<file path="config.mk">
export PLATFORM = sky130hd
export DESIGN_NAME = irq_bus_arbiter
export DESIGN_NICKNAME = d
export VERILOG_FILES = /design/src/rtl/arb_pkg.sv /design/src/rtl/arb_ctrl.sv /design/src/rtl/arb_dp.sv /design/src/rtl/irq_bus_arbiter.sv
export SDC_FILE = /design/constraint.sdc
export NUM_CORES = 1
export LEC_CHECK = 0
export CORE_UTILIZATION = 30
export DETAILED_ROUTE_END_ITERATION = 16
export REMOVE_ABC_BUFFERS = 1
export SYNTH_ARGS = -nofsm -noshare
export SYNTH_HDL_FRONTEND = slang
export SYNTH_SLANG_ARGS = --single-unit
</file>
<file path="constraint.sdc">
create_clock -name clk -period 1.94 [get_ports clk]
set_input_delay 0.291 -clock clk [delete_from_list [all_inputs] [get_ports clk]]
set_output_delay 0.291 -clock clk [all_outputs]
set_load 0.01 [all_outputs]
</file>
<file path="src/rtl/arb_pkg.sv">
package arb_pkg;

  typedef enum logic [1:0] {
    IM_OPCODE = 2'd0,
    IM_FIXED  = 2'd1,
    IM_PAGED  = 2'd2
  } intMode_t;

  typedef struct packed {
    logic takeNmi;
    logic takeInt;
    logic grantSet;
    logic grantClr;
  } arbStrobes_t;

endpackage

</file>
<file path="src/rtl/arb_ctrl.sv">
module arb_ctrl
  import arb_pkg::*;
(
  input  logic        cycleEnd,
  input  logic        instrEnd,
  input  logic        busReqN,
  input  logic        intN,
  input  logic        nmiPend,
  input  logic        iffMain,
  input  logic        granted,
  output arbStrobes_t strb
);

  logic grabBus;
  logic canSvc;

  always_comb begin
    grabBus       = cycleEnd && !busReqN && !granted;
    canSvc        = instrEnd && !granted && !grabBus;
    strb.grantSet = grabBus;
    strb.grantClr = granted && busReqN;
    strb.takeNmi  = canSvc && nmiPend;
    strb.takeInt  = canSvc && !nmiPend && !intN && iffMain;
  end

endmodule

</file>
<file path="src/rtl/arb_dp.sv">
module arb_dp
  import arb_pkg::*;
#(
  parameter int DATA_W       = 8,
  parameter int NMI_TARGET   = 'h66,
  parameter int FIXED_TARGET = 'h38,
  localparam int ADDR_W      = 2 * DATA_W
)(
  input  logic              clk,
  input  logic              rstN,
  input  arbStrobes_t       strb,
  input  logic              nmiN,
  input  logic              cmdEnable,
  input  logic              cmdDisable,
  input  logic              cmdRestore,
  input  logic              cmdModeSet,
  input  logic [1:0]        cmdMode,
  input  logic              cmdVecLoad,
  input  logic [DATA_W-1:0] cmdVecData,
  input  logic [DATA_W-1:0] ackByte,
  output logic              nmiPend,
  output logic              iffMain,
  output logic              granted,
  output logic              svcValid,
  output logic              svcFromBus,
  output logic [ADDR_W-1:0] svcAddr,
  output logic [DATA_W-1:0] svcByte
);

  logic              nmiPrev;
  logic              iffSave;
  intMode_t          modeReg;
  logic [DATA_W-1:0] vecReg;
  logic [ADDR_W-1:0] nextAddr;
  logic              nextFromBus;

  always_comb begin
    nextFromBus = 1'b0;
    nextAddr    = '0;
    if (strb.takeNmi) begin
      nextAddr = ADDR_W'(NMI_TARGET);
    end else begin
      unique case (modeReg)
        IM_FIXED: nextAddr = ADDR_W'(FIXED_TARGET);
        IM_PAGED: nextAddr = {vecReg, ackByte};
        default:  nextFromBus = 1'b1;
      endcase
    end
  end

  always_ff @(posedge clk or negedge rstN) begin
    if (!rstN) begin
      nmiPrev    <= 1'b1;
      nmiPend    <= 1'b0;
      iffMain    <= 1'b0;
      iffSave    <= 1'b0;
      modeReg    <= IM_OPCODE;
      vecReg     <= '0;
      granted    <= 1'b0;
      svcValid   <= 1'b0;
      svcFromBus <= 1'b0;
      svcAddr    <= '0;
      svcByte    <= '0;
    end else begin
      nmiPrev <= nmiN;
      nmiPend <= (nmiPend && !strb.takeNmi) || (nmiPrev && !nmiN);

      if (strb.grantSet)      granted <= 1'b1;
      else if (strb.grantClr) granted <= 1'b0;

      if (strb.takeNmi) begin
        iffSave <= iffMain;
        iffMain <= 1'b0;
      end else if (strb.takeInt || cmdDisable) begin
        iffMain <= 1'b0;
        iffSave <= 1'b0;
      end else if (cmdEnable) begin
        iffMain <= 1'b1;
        iffSave <= 1'b1;
      end else if (cmdRestore) begin
        iffMain <= iffSave;
      end

      if (cmdModeSet && cmdMode != 2'd3) modeReg <= intMode_t'(cmdMode);
      if (cmdVecLoad) vecReg <= cmdVecData;

      svcValid <= strb.takeNmi || strb.takeInt;
      if (strb.takeNmi || strb.takeInt) begin
        svcFromBus <= nextFromBus;
        svcAddr    <= nextAddr;
        svcByte    <= ackByte;
      end
    end
  end

endmodule

</file>
<file path="src/rtl/irq_bus_arbiter.sv">
module irq_bus_arbiter
  import arb_pkg::*;
#(
  parameter int DATA_W       = 8,
  parameter int NMI_TARGET   = 'h66,
  parameter int FIXED_TARGET = 'h38,
  localparam int ADDR_W      = 2 * DATA_W
)(
  input  logic              clk,
  input  logic              rstN,
  input  logic              cycleEnd,
  input  logic              instrEnd,
  input  logic              busReqN,
  input  logic              nmiN,
  input  logic              intN,
  input  logic              cmdEnable,
  input  logic              cmdDisable,
  input  logic              cmdRestore,
  input  logic              cmdModeSet,
  input  logic [1:0]        cmdMode,
  input  logic              cmdVecLoad,
  input  logic [DATA_W-1:0] cmdVecData,
  input  logic [DATA_W-1:0] ackByte,
  output logic              busAckN,
  output logic              floatEn,
  output logic              svcValid,
  output logic              svcFromBus,
  output logic [ADDR_W-1:0] svcAddr,
  output logic [DATA_W-1:0] svcByte
);

  arbStrobes_t strb;
  logic        nmiPend;
  logic        iffMain;
  logic        granted;

  arb_ctrl u_ctrl (
    .cycleEnd (cycleEnd),
    .instrEnd (instrEnd),
    .busReqN  (busReqN),
    .intN     (intN),
    .nmiPend  (nmiPend),
    .iffMain  (iffMain),
    .granted  (granted),
    .strb     (strb)
  );

  arb_dp #(
    .DATA_W       (DATA_W),
    .NMI_TARGET   (NMI_TARGET),
    .FIXED_TARGET (FIXED_TARGET)
  ) u_dp (
    .clk        (clk),
    .rstN       (rstN),
    .strb       (strb),
    .nmiN       (nmiN),
    .cmdEnable  (cmdEnable),
    .cmdDisable (cmdDisable),
    .cmdRestore (cmdRestore),
    .cmdModeSet (cmdModeSet),
    .cmdMode    (cmdMode),
    .cmdVecLoad (cmdVecLoad),
    .cmdVecData (cmdVecData),
    .ackByte    (ackByte),
    .nmiPend    (nmiPend),
    .iffMain    (iffMain),
    .granted    (granted),
    .svcValid   (svcValid),
    .svcFromBus (svcFromBus),
    .svcAddr    (svcAddr),
    .svcByte    (svcByte)
  );

  assign busAckN = !granted;
  assign floatEn = granted;

endmodule

</file>
# After elaboration in Yosys (flattened, before gate mapping)
# Cells that the tools add are included.
# classes
n_reduce_logical,26
muxes,13
eq_ne,3
# op_table
operator,count
16-bit one-hot mux with 2 select lines,1
16-bit 2-to-1 mux,1
1-bit logical AND,12
1-bit 2-to-1 mux,11
1-bit logical NOT,7
4-bit nonzero test,1
1-bit logical OR,3
3-bit nonzero test,1
"2-bit by 1-bit == test with 1-bit output, second input constant",1
"2-bit == test, second input constant",1
"2-bit inequality test, second input constant",1
2-bit nonzero test,1
2-bit OR reduction,1
# word_totals
wordCells,53
in_bits,30
regBits,41

# Depth between registers and ports, before layout
# Gate-level depths: netlist of the first run.
# depth
ltp_word,11
depth_mapped,6
ltp_nobuf,5

# Hierarchy
# A second synthesis of the first run with hierarchy kept.
# hier_totals
hier_cells,141
hier_area_um2,1737.9
# by_module_without_submodules
module,area_each_um2,n_inst,cells_per_inst
arb_dp,1674.1,1,133
arb_ctrl,60.1,1,7
irq_bus_arbiter,3.8,1,1

# Worst setup path before layout of the first run
# Ideal clock, no wire load.
# synth_path
path_type,reg2reg
from,reg u_dp.modeReg[0]
to,reg u_dp.svcAddr[12]
stages_incl_launch_ff,7
path_slack_ns,0.463
path_buffers,1
arrival_time_ns,1.390
setup_time_ns,0.087
cell_sequence,dfrtp_1 > inv_1 > ha_1 > buf_2 > nand2_1 > or4_1 > o211ai_1
# synth_via
elab_chain_cells,3
word_cells_on_any_way,4
classes_between,2 x eq/ne; 2 x mux
# synth_lines
element,line,rtl
from (decl),arb_dp.sv:32,intMode_t modeReg;
from (signal assigned),arb_dp.sv:84,if (cmdModeSet && cmdMode != 2'd3) modeReg <= intMode_t'(cmdMode);
2-bit == test / 2-bit by 1-bit == test with 1-bit output (equally long branches),arb_dp.sv:43,unique case (modeReg)
16-bit one-hot mux with 2 select lines (*),arb_dp.sv:43,
16-bit 2-to-1 mux (*),arb_dp.sv:40,if (strb.takeNmi) begin
to (signal assigned),arb_dp.sv:90,svcAddr <= nextAddr;
to (decl),arb_dp.sv:26,"output logic [ADDR_W-1:0] svcAddr,"
# Mark *: on every way between the ends. The rest lies on a longest branch, timed or not.
# A chain may end at the register's enable or synchronous reset.

# Worst setup path in the final report of the first run
# layout_path
from,reg u_dp.modeReg[0]
to,reg u_dp.svcAddr[11]
# The elaborated chain is that of the path after synthesis.

==> results.sh, run 1 <==
export IMPL_cts_setup_buffers=0
export IMPL_dp_hpwl_um=3380
export IMPL_wire_per_inst_um=14.9
export IMPL_die_area_um2=6900
export IMPL_hold_violations=0
export IMPL_crit_path_end_kind="flip-flop"
export IMPL_synth_edff_count=0
export IMPL_worstMarginPinSlew_ns=0.531
export IMPL_num_rows=29
export IMPL_ys_async_sr_fraction_pct=100
export IMPL_area_delta_synth_final_pct=41.4
export IMPL_insertion_delay_ns=0.29
export IMPL_power_switching_mw=0.931
export IMPL_drc=0
export IMPL_cp_start_kind="flip-flop"
export IMPL_fp_dieH_um=83.1
export IMPL_gp_congestion=0.771
export IMPL_fp_dieW_um=83.1
export IMPL_min_period_ns=1.71
export IMPL_gr_usage_all_layers_pct=14.9
export IMPL_tritoncts="done"
export IMPL_antenna_left=0
export IMPL_first_pass_iters=4
export IMPL_ios=58
export IMPL_wirelength_um=4800
export IMPL_multi_input_area_um2=853
export IMPL_finClkSkew_ns=0.00818
export IMPL_grt_antenna_before_repair=0
export IMPL_synthCells=182
export IMPL_cts_htree_levels=2
export IMPL_crit_fanout=14
export IMPL_comb_power_share_pct=33.7
export IMPL_grt_max_degree=42
export IMPL_post_cts_resized=0
export IMPL_grt_pass1_vias=1613
export IMPL_synth_flop_cell="dfrtp_1"
export IMPL_r2r_cells=5
export IMPL_seqCellArea_um2=1030
export IMPL_fillers=609
export IMPL_numCtsBuffers=5
export IMPL_grt_setup_unrepaired="no"
export IMPL_drv_cap=0
export IMPL_p_int_mw=2.25
export IMPL_yosysUniqueCellTypes=36
export IMPL_switching_share_pct=29.3
export IMPL_drive_gt1_share_pct=16.7
export IMPL_clock_sinks=41
export IMPL_antenna_cells=0
export IMPL_design_core_area_um2=6350
export IMPL_cts_clk_slew_worst_paths_ns=0.08
export IMPL_required_ns=2.15
export IMPL_slew_headroom_pct=64.6
export IMPL_clockPowerShare_pct=25.6
export IMPL_cts_root_buf="clkbuf_8"
export IMPL_leakage_nw=1.12
export IMPL_hold_path_class="primary input to async pin"
export IMPL_peakVddDrop_mv=0.536
export IMPL_max_freq_mhz=585
export IMPL_powerDensity_nw_per_um2=1140
export IMPL_critPathKind="flip-flop to flip-flop"
export IMPL_tns_ns=0
export IMPL_hold_buffers=0
export IMPL_ys_seq_area_share_pct=52.1
export IMPL_synth_seq_cells=41
export IMPL_finalMaxSlewViolations=0
export IMPL_num_vias=1648
export IMPL_yosysWarnings=0
export IMPL_run_status="finished clean"
export IMPL_cts_buffer_depth=2
export IMPL_start_util_pct=31.1
export IMPL_grt_pass1_wl_um=8070
export IMPL_crit_arrival_ns=1.92
export IMPL_seq_power_share_pct=40.7
export IMPL_overflow=0
export IMPL_viasPerCell=5.12
export IMPL_finalNetCount=276
export IMPL_period_share_pct=88.1
export IMPL_finalSetupViolations=0
export IMPL_syn_area_per_cell_um2=10.8
export IMPL_hold_ws_ns=0.0521
export IMPL_syn_area_um2=1970
export IMPL_drtIter0Drc=111
export IMPL_port_buffers=57
## Yosys cell counts (2+ instances only)
master,n,area [µm²]
or4_1,5,37.5
nor3_1,5,25.0
o21ai_0,13,65.1
inv_1,4,15.0
nand4_1,8,50.1
mux2_1,2,22.5
clkbuf_1,6,22.5
a2111oi_0,3,26.3
a21oi_1,5,25.0
o211ai_1,5,37.5
nor2b_1,4,25.0
nand3_1,16,80.1
nor2_1,9,33.8
nand2b_1,2,12.5
dfrtp_1,40,1000
a21o_1,2,15.0
mux2_2,14,158
a211oi_1,5,37.5
ha_1,2,25.0
nand2_1,7,26.3
nor4bb_1,3,30.0
o221ai_1,2,17.5
buf_2,7,35.0
## per-stage QoR
step           std cells  util [%]  cell area (µm²)  setup slack, ns  total power, mW
6_report             322      43.9             2790            0.230             3.18
5_1_grt              322      43.9             2790            0.121             3.37
4_1_cts              322      43.9             2790            0.211             3.22
3_5_place_dp         314      41.8             2660           0.0604             2.40
3_3_place_gp         314      41.8             2660           0.0925             2.38
2_1_floorplan        168         -             1900            0.424             1.72
## registers in the layout, indices dropped and copies added, names as in the netlist
name / flops
u_dp.granted: 1
u_dp.vecReg: 8
u_dp.modeReg: 2
u_dp.iffSave: 1
u_dp.svcByte: 8
u_dp.svcValid: 1
u_dp.nmiPend: 1
u_dp.svcAddr: 16
u_dp.iffMain: 1
u_dp.nmiPrev: 1
u_dp.svcFromBus: 1
## power groups by stage
stage,Sequential [mW],Combinational (mW),Clock [mW]
6_report,1.29,1.07,0.814
5_1_grt,1.34,1.16,0.873
4_1_cts,1.30,1.08,0.835
3_5_place_dp,1.32,1.08,0
3_3_place_gp,1.31,1.06,0
2_1_floorplan,1.38,0.344,0
## worst max-delay path, cell delays in order, from the launching register on
cell and delay (ns):
dfrtp_1 0.40, inv_1 0.06, ha_1 0.48, nand2_1 0.11, or4_1 0.40, o211ai_1 0.17
## kinds of logic (layout without fill, tap and decap cells)
| kind of cell | after synthesis | in the layout | synth area share [%] |
|---|---|---|---|
| AOI/OAI and AO/OA | 40 | 40 | 14.5 |
| adders and majority gates | 2 | 2 | 1.27 |
| buffers and inverters | 20 | 83 | 4.63 |
| DFF | 41 | 41 | 52.1 |
| muxes | 16 | 16 | 9.14 |
| and+or+nand+nor | 63 | 63 | 18.4 |
## area by class of cell
class | count | area share, %
Clock buffer | 5 | 2.47
Inverter | 6 | 0.808
Sequential cell | 41 | 36.8
Tap cell | 77 | 3.45
Clock inverter | 3 | 2.33
Timing Repair Buffer | 69 | 23.5
Multi-Input combinational cell | 121 | 30.6
## cells in the final DEF (no fill, tap or decap), types with 2 or more instances in the layout
cell type        instances
nor2b_1                  4
or4_1                    5
ha_1                     2
nor2_1                   9
a2111oi_0                3
nor4bb_1                 3
nand2_1                  7
dfrtp_1                 40
clkbuf_8                 5
o211ai_1                 5
nand4_1                  8
buf_4                   12
a211oi_1                 5
mux2_1                   2
nand3_1                 16
a21o_1                   2
a21oi_1                  5
inv_1                    4
o221ai_1                 2
clkdlybuf4s50_1         56
mux2_2                  14
nor3_1                   5
o21ai_0                 13
nand2b_1                 2
bufinv_16                2
## metal layers
| metal | GRT usage (%) | wire [µm] |
|---|---|---|
| met1 | 19.8 | 2300 |
| met2 | 23.3 | 2120 |
| met4 | 6.11 | 82 |
| met5 | 0 | 0 |
| met3 | 3.58 | 298 |
## final timing paths
path | start | to | slack [ns]
setup / recovery | u_dp.modeReg[0] | u_dp.svcAddr[11] | 0.23
hold / removal | rstN | u_dp.vecReg[4] | 0.05
setup reg to reg | u_dp.modeReg[0] | u_dp.svcAddr[11] | 0.23
hold reg to reg | u_dp.svcByte[7] | u_dp.svcByte[7] | 0.51
max in group asynchronous | rstN | u_dp.vecReg[7] | 1.52
min in group clk | nmiN | u_dp.nmiPrev | 0.43
(Power assumes the default switching activity.)
==> run 2: changes to the inputs <==
SLEW_MARGIN = 20   (was default)
SYNTH_HIERARCHICAL = 1   (was default)
==> results.sh, run 2 <==
export IMPL_cts_buffer_depth=2
export IMPL_synthCells=141
export IMPL_top_regs="u_dp/svcAddr (16), u_dp/svcByte (8), u_dp/vecReg (8)"
export IMPL_preCtsSetupSlack_ns=-0.290
export IMPL_hold_violations=0
export IMPL_fp_dieW_um=78.1
export IMPL_ios=58
export IMPL_wirelength_um=3980
export IMPL_crit_end="u_dp/svcAddr[4]"
export IMPL_design_core_area_um2=5540
export IMPL_yosysTopAreaCell="dfrtp_1"
export IMPL_gp_congestion=0.709
export IMPL_drtIter0Drc=76
export IMPL_r2r_slack_ns=0.06
export IMPL_hold_path_class="primary input to flip-flop"
export IMPL_post_synth_top_count_cell="dfrtp_1"
export IMPL_finalMaxSlewViolations=0
export IMPL_finalSetupViolations=0
export IMPL_synth_area_leaders="dfrtp_1 58%, mux2_2 10%, nand2b_1 4.3%, a21oi_1 4.0%, nand3_1 2.9%"
export IMPL_antenna_left=0
export IMPL_peakVddDrop_mv=0.381
export IMPL_crit_arrival_ns=2.09
export IMPL_drv_cap=0
export IMPL_crit_fanout=6
export IMPL_grt_antenna_before_repair=0
export IMPL_tritoncts="done"
export IMPL_first_pass_iters=4
export IMPL_min_period_ns=1.88
export IMPL_wire_per_inst_um=14.3
export IMPL_viasPerCell=4.63
export IMPL_top_register="u_dp/svcAddr"
export IMPL_max_freq_mhz=533
export IMPL_met1_usage_pct=18.0
export IMPL_startpoint="u_dp/nmiPend"
export IMPL_final_common_cell="clkdlybuf4s50_1"
export IMPL_grt_max_degree=23
export IMPL_cts_root_buf="clkbuf_8"
export IMPL_slew_headroom_pct=66.3
export IMPL_drive_gt1_share_pct=20.3
export IMPL_use_met3_pct=2.79
export IMPL_tns_ns=0
export IMPL_die_area_um2=6100
export IMPL_r2r_end="u_dp/svcAddr[4]"
export IMPL_syn_area_um2=1740
export IMPL_drc=0
export IMPL_cp_start_kind="flip-flop"
export IMPL_layout_common_cells="56 x clkdlybuf4s50_1, 40 x dfrtp_1, 16 x mux2_2"
export IMPL_grt_pass1_wl_um=6600
export IMPL_powerDensity_nw_per_um2=995
export IMPL_antenna_cells=0
export IMPL_grt_pass1_vias=1377
export IMPL_run_status="finished clean"
export IMPL_yosysTopAreaCellShare_pct=57.6
export IMPL_largest_reg_flops=16
export IMPL_reg2reg_from="u_dp/nmiPend"
export IMPL_num_rows=27
export IMPL_num_vias=1293
export IMPL_worstPathCellList="or3b_4 > nor4b_4 > buf_6 > or3b_4 > o2bb2ai_2"
export IMPL_finalNetCount=238
export IMPL_ys_seq_area_share_pct=59.1
export IMPL_synth_flop_cell="dfrtp_1"
export IMPL_ys_async_sr_fraction_pct=100
export IMPL_synth_edff_count=0
export IMPL_crit_path_frequent_cell="or3b_4"
export IMPL_port_buffers=57
export IMPL_clock_sinks=41
export IMPL_fin_ws_ns=0.0622
export IMPL_dp_hpwl_um=2930
export IMPL_cts_clk_slew_worst_paths_ns=0.07
export IMPL_crit_slowest_cell="or3b_4"
export IMPL_r2r_cells=5
export IMPL_synthTopCellsByCount="40 x dfrtp_1, 16 x mux2_2, 14 x a21oi_1"
export IMPL_overflow=0
export IMPL_numCtsBuffers=5
export IMPL_gr_usage_all_layers_pct=14.0
export IMPL_insertion_delay_ns=0.29
export IMPL_critPathKind="flip-flop to flip-flop"
export IMPL_syn_area_per_cell_um2=12.3
export IMPL_cts_htree_levels=2
export IMPL_finClkSkew_ns=0.00646
export IMPL_leakage_nw=1.09
export IMPL_hold_path_depth=1
export IMPL_hold_ws_ns=0.440
export IMPL_period_share_pct=96.8
export IMPL_start_util_pct=31.4
export IMPL_synth_seq_cells=41
export IMPL_met2_usage_pct=23.0
export IMPL_required_ns=2.16
export IMPL_cpPeakStageDelay_ns=0.41
export IMPL_worstMarginPinSlew_ns=0.505
export IMPL_area_delta_synth_final_pct=47.9
export IMPL_yosysUniqueCellTypes=29
export IMPL_grt_busiest_layer="met2"
export IMPL_yosysWarnings=6
export IMPL_crit_path_end_kind="flip-flop"
export IMPL_fp_dieH_um=78.1
-- run 2: stage by stage --
stage	util, %	instance area, µm²	power [mW]	std cells
3_5_place_dp	43.8	2430	1.97	269
3_3_place_gp	43.8	2430	1.96	269
5_1_grt	46.4	2570	2.71	279
4_1_cts	45.8	2540	2.59	278
6_report	46.4	2570	2.56	279
2_1_floorplan	-	1680	1.46	132
-- run 2: layer usage --
layer	vias to the layer above	routed length (µm)
met4	0	53
met3	4	228
met2	42	1930
met1	632	1770
met5	-	0
li1	615	-
-- run 2: what timing repair did --
action,CTS,global route
endpoints found under the hold margin,19,0
setup endpoints to repair,0,11
resized for setup,0,6
hold buffers,1,0
buffers inserted,0,1
-- run 2: area by class of cell --
class                   instances  area [µm²]
multi-input cells              82         659
well taps                      72        90.1
flip-flops and latches         41        1030
inverters                       9        33.8
clock buffers                   7        96.3
clock inverters                 1        5.00
fillers                       536        2970
repair buffers                 67         659
-- run 2: logic make-up after synthesis --
group	synth area share, %
DFF	59.1
and+or+nand+nor	13.0
AOI/OAI and AO/OA	9.43
buffers and inverters	5.47
muxes	11.5
adders and majority gates	1.44
-- run 2: worst min-delay path by stage --
stage | start | end | slack [ns]
floorplan | rstN | u_dp/granted | -0.005
global placement | rstN | u_dp/svcAddr[13] | 0.28
detailed placement | rstN | u_dp/svcAddr[13] | 0.28
CTS | nmiN | u_dp/nmiPrev | 0.42
global route | nmiN | u_dp/nmiPrev | 0.45
finish | nmiN | u_dp/nmiPrev | 0.44
-- run 2: power breakdown --
| part | internal (mW) | switching, mW | leakage, nW |
|---|---|---|---|
| clock network | 0.321 | 0.279 | 0.0542 |
| registers | 1.03 | 0.118 | 0.501 |
| logic | 0.502 | 0.312 | 0.531 |
| total | 1.85 | 0.708 | 1.09 |
-- run 2: worst max-delay path: cells and delay by family (launching register included) --
family	cells	cell delay, ns
AND/OR/NAND/NOR	3	1.12
flip-flops	1	0.39
buffers and inverters	1	0.16
AO/OA/AOI/OAI	1	0.13
==> run 3: changes to the inputs <==
--- a/constraint.sdc
+++ b/constraint.sdc
@@ -3,2 +3,2 @@
 set_output_delay 0.291 -clock clk [all_outputs]
-set_load 0.01 [all_outputs]
+set_load 0.05 [all_outputs]
==> results.sh, run 3 (same netlist as run 2, synthesis figures left out) <==
export IMPL_wirelength_um=4060
export IMPL_grt_setup_unrepaired="no"
export IMPL_fp_dieH_um=78.1
export IMPL_drc=0
export IMPL_required_ns=2.16
export IMPL_finalMaxSlewViolations=0
export IMPL_antenna_left=0
export IMPL_first_pass_iters=4
export IMPL_crit_slowest_cell="or3b_4"
export IMPL_area_delta_synth_final_pct=49.4
export IMPL_fp_dieW_um=78.1
export IMPL_leakage_nw=1.11
export IMPL_powerDensity_nw_per_um2=1190
export IMPL_antenna_cells=0
export IMPL_insertion_delay_ns=0.29
export IMPL_cp_num_buf_inv=1
export IMPL_hold_path_class="primary input to flip-flop"
export IMPL_num_vias=1310
export IMPL_num_rows=27
export IMPL_period_share_pct=95.3
export IMPL_dp_hpwl_um=2860
export IMPL_final_common_cell="clkdlybuf4s50_1"
export IMPL_gp_congestion=0.687
export IMPL_cts_root_buf="clkbuf_8"
export IMPL_hold_ws_ns=0.434
export IMPL_viasPerCell=4.63
export IMPL_start_util_pct=31.4
export IMPL_cts_buffer_depth=2
export IMPL_layout_common_cells="54 x clkdlybuf4s50_1, 40 x dfrtp_1, 16 x mux2_2"
export IMPL_drive_gt1_share_pct=20.9
export IMPL_die_area_um2=6100
export IMPL_wire_per_inst_um=14.4
export IMPL_design_core_area_um2=5540
export IMPL_hold_violations=0
export IMPL_worstPathCellList="or3b_4 > nor4b_4 > buf_6 > or3b_1 > o2bb2ai_1"
export IMPL_min_period_ns=1.85
export IMPL_top_regs="u_dp/svcAddr (16), u_dp/svcByte (8), u_dp/vecReg (8)"
export IMPL_crit_arrival_ns=2.07
export IMPL_path_delay_family="simple AND/OR/NAND/NOR gates"
export IMPL_top_register="u_dp/svcAddr"
export IMPL_crit_fanout=5
export IMPL_drv_cap=0
export IMPL_critPathKind="flip-flop to flip-flop"
export IMPL_numCtsBuffers=5
export IMPL_run_status="finished clean"
export IMPL_fillers=523
export IMPL_grt_pass1_wl_um=6610
export IMPL_grt_pass1_vias=1347
export IMPL_finalSetupViolations=0
export IMPL_clock_sinks=41
export IMPL_cpPeakStageDelay_ns=0.41
export IMPL_tritoncts="done"
export IMPL_worstMarginPinSlew_ns=0.524
export IMPL_grt_antenna_before_repair=0
export IMPL_tns_ns=0
export IMPL_cts_clk_slew_worst_paths_ns=0.08
export IMPL_cp_start_kind="flip-flop"
export IMPL_grt_max_degree=23
export IMPL_cts_htree_levels=2
export IMPL_port_buffers=57
export IMPL_crit_path_end_kind="flip-flop"
export IMPL_largest_reg_flops=16
export IMPL_drtIter0Drc=54
export IMPL_overflow=0
export IMPL_finClkSkew_ns=0.00565
export IMPL_max_freq_mhz=541
export IMPL_peakVddDrop_mv=0.611
export IMPL_ios=58
export IMPL_gr_usage_all_layers_pct=14.3
export IMPL_finalNetCount=242
export IMPL_slew_headroom_pct=65.0
-- run 3: routing by layer --
layer	global-route usage (%)	vias to the layer above	part of all wire (%)
met2	23.2	41	48
met5	0	-	0
met3	4.65	4	6.9
met1	17.6	638	44
li1	-	627	-
met4	5.56	0	1.3
-- run 3: path summary, 6_finish.rpt --
path | from | end | slack, ns | cells past startpoint
setup reg to reg | u_dp/nmiPend | u_dp/svcAddr[3] | 0.09 | 5
setup / recovery | u_dp/nmiPend | u_dp/svcAddr[3] | 0.09 | 5
hold / removal | nmiN | u_dp/nmiPrev | 0.43 | 1
min in group asynchronous | rstN | u_dp/vecReg[5] | 0.49 | 2
hold reg to reg | u_dp/svcAddr[6] | u_dp/svcAddr[6] | 0.50 | 1
max in group asynchronous | rstN | u_dp/nmiPrev | 0.89 | 3
-- run 3: layout make-up --
class	instances	area [µm²]	share of cell area [%]
well taps	72	90.1	3.47
inverters	9	33.8	1.30
clock buffers	7	86.3	3.33
repair buffers	71	679	26.2
multi-input cells	82	649	25.0
clock inverters	1	30.0	1.16
flip-flops and latches	41	1030	39.6
-- run 3: where the power goes --
group	total (mW)	internal (mW)	switching (mW)	leakage, nW
Sequential	1.14	1.03	0.114	0.501
Combinational	1.25	0.494	0.756	0.552
Clock	0.710	0.420	0.290	0.0585
Total	3.10	1.94	1.16	1.11
-- run 3: stage by stage --
step                      setup WS (ns)  power [mW]  std cells  utilization [%]  area (µm²)
after floorplan                   -1.28        1.90        132                -        1680
after global placement           -0.326        2.40        269             43.7        2420
after detailed placement         -0.347        2.40        269             43.7        2420
after CTS                        0.0346        3.13        280             46.4        2570
after global routing            0.00583        3.24        283             46.9        2600
final                            0.0912        3.10        283             46.9        2600
-- run 3: what timing repair did --
action / CTS / global route
buffers inserted: 1 / 2
hold buffers: 1 / 0
gates cloned: 1 / 1
endpoints found under the hold margin: 19 / 0
gates resized for setup: 2 / 2
pin swaps: 1 / 1
setup endpoints to repair: 11 / 2
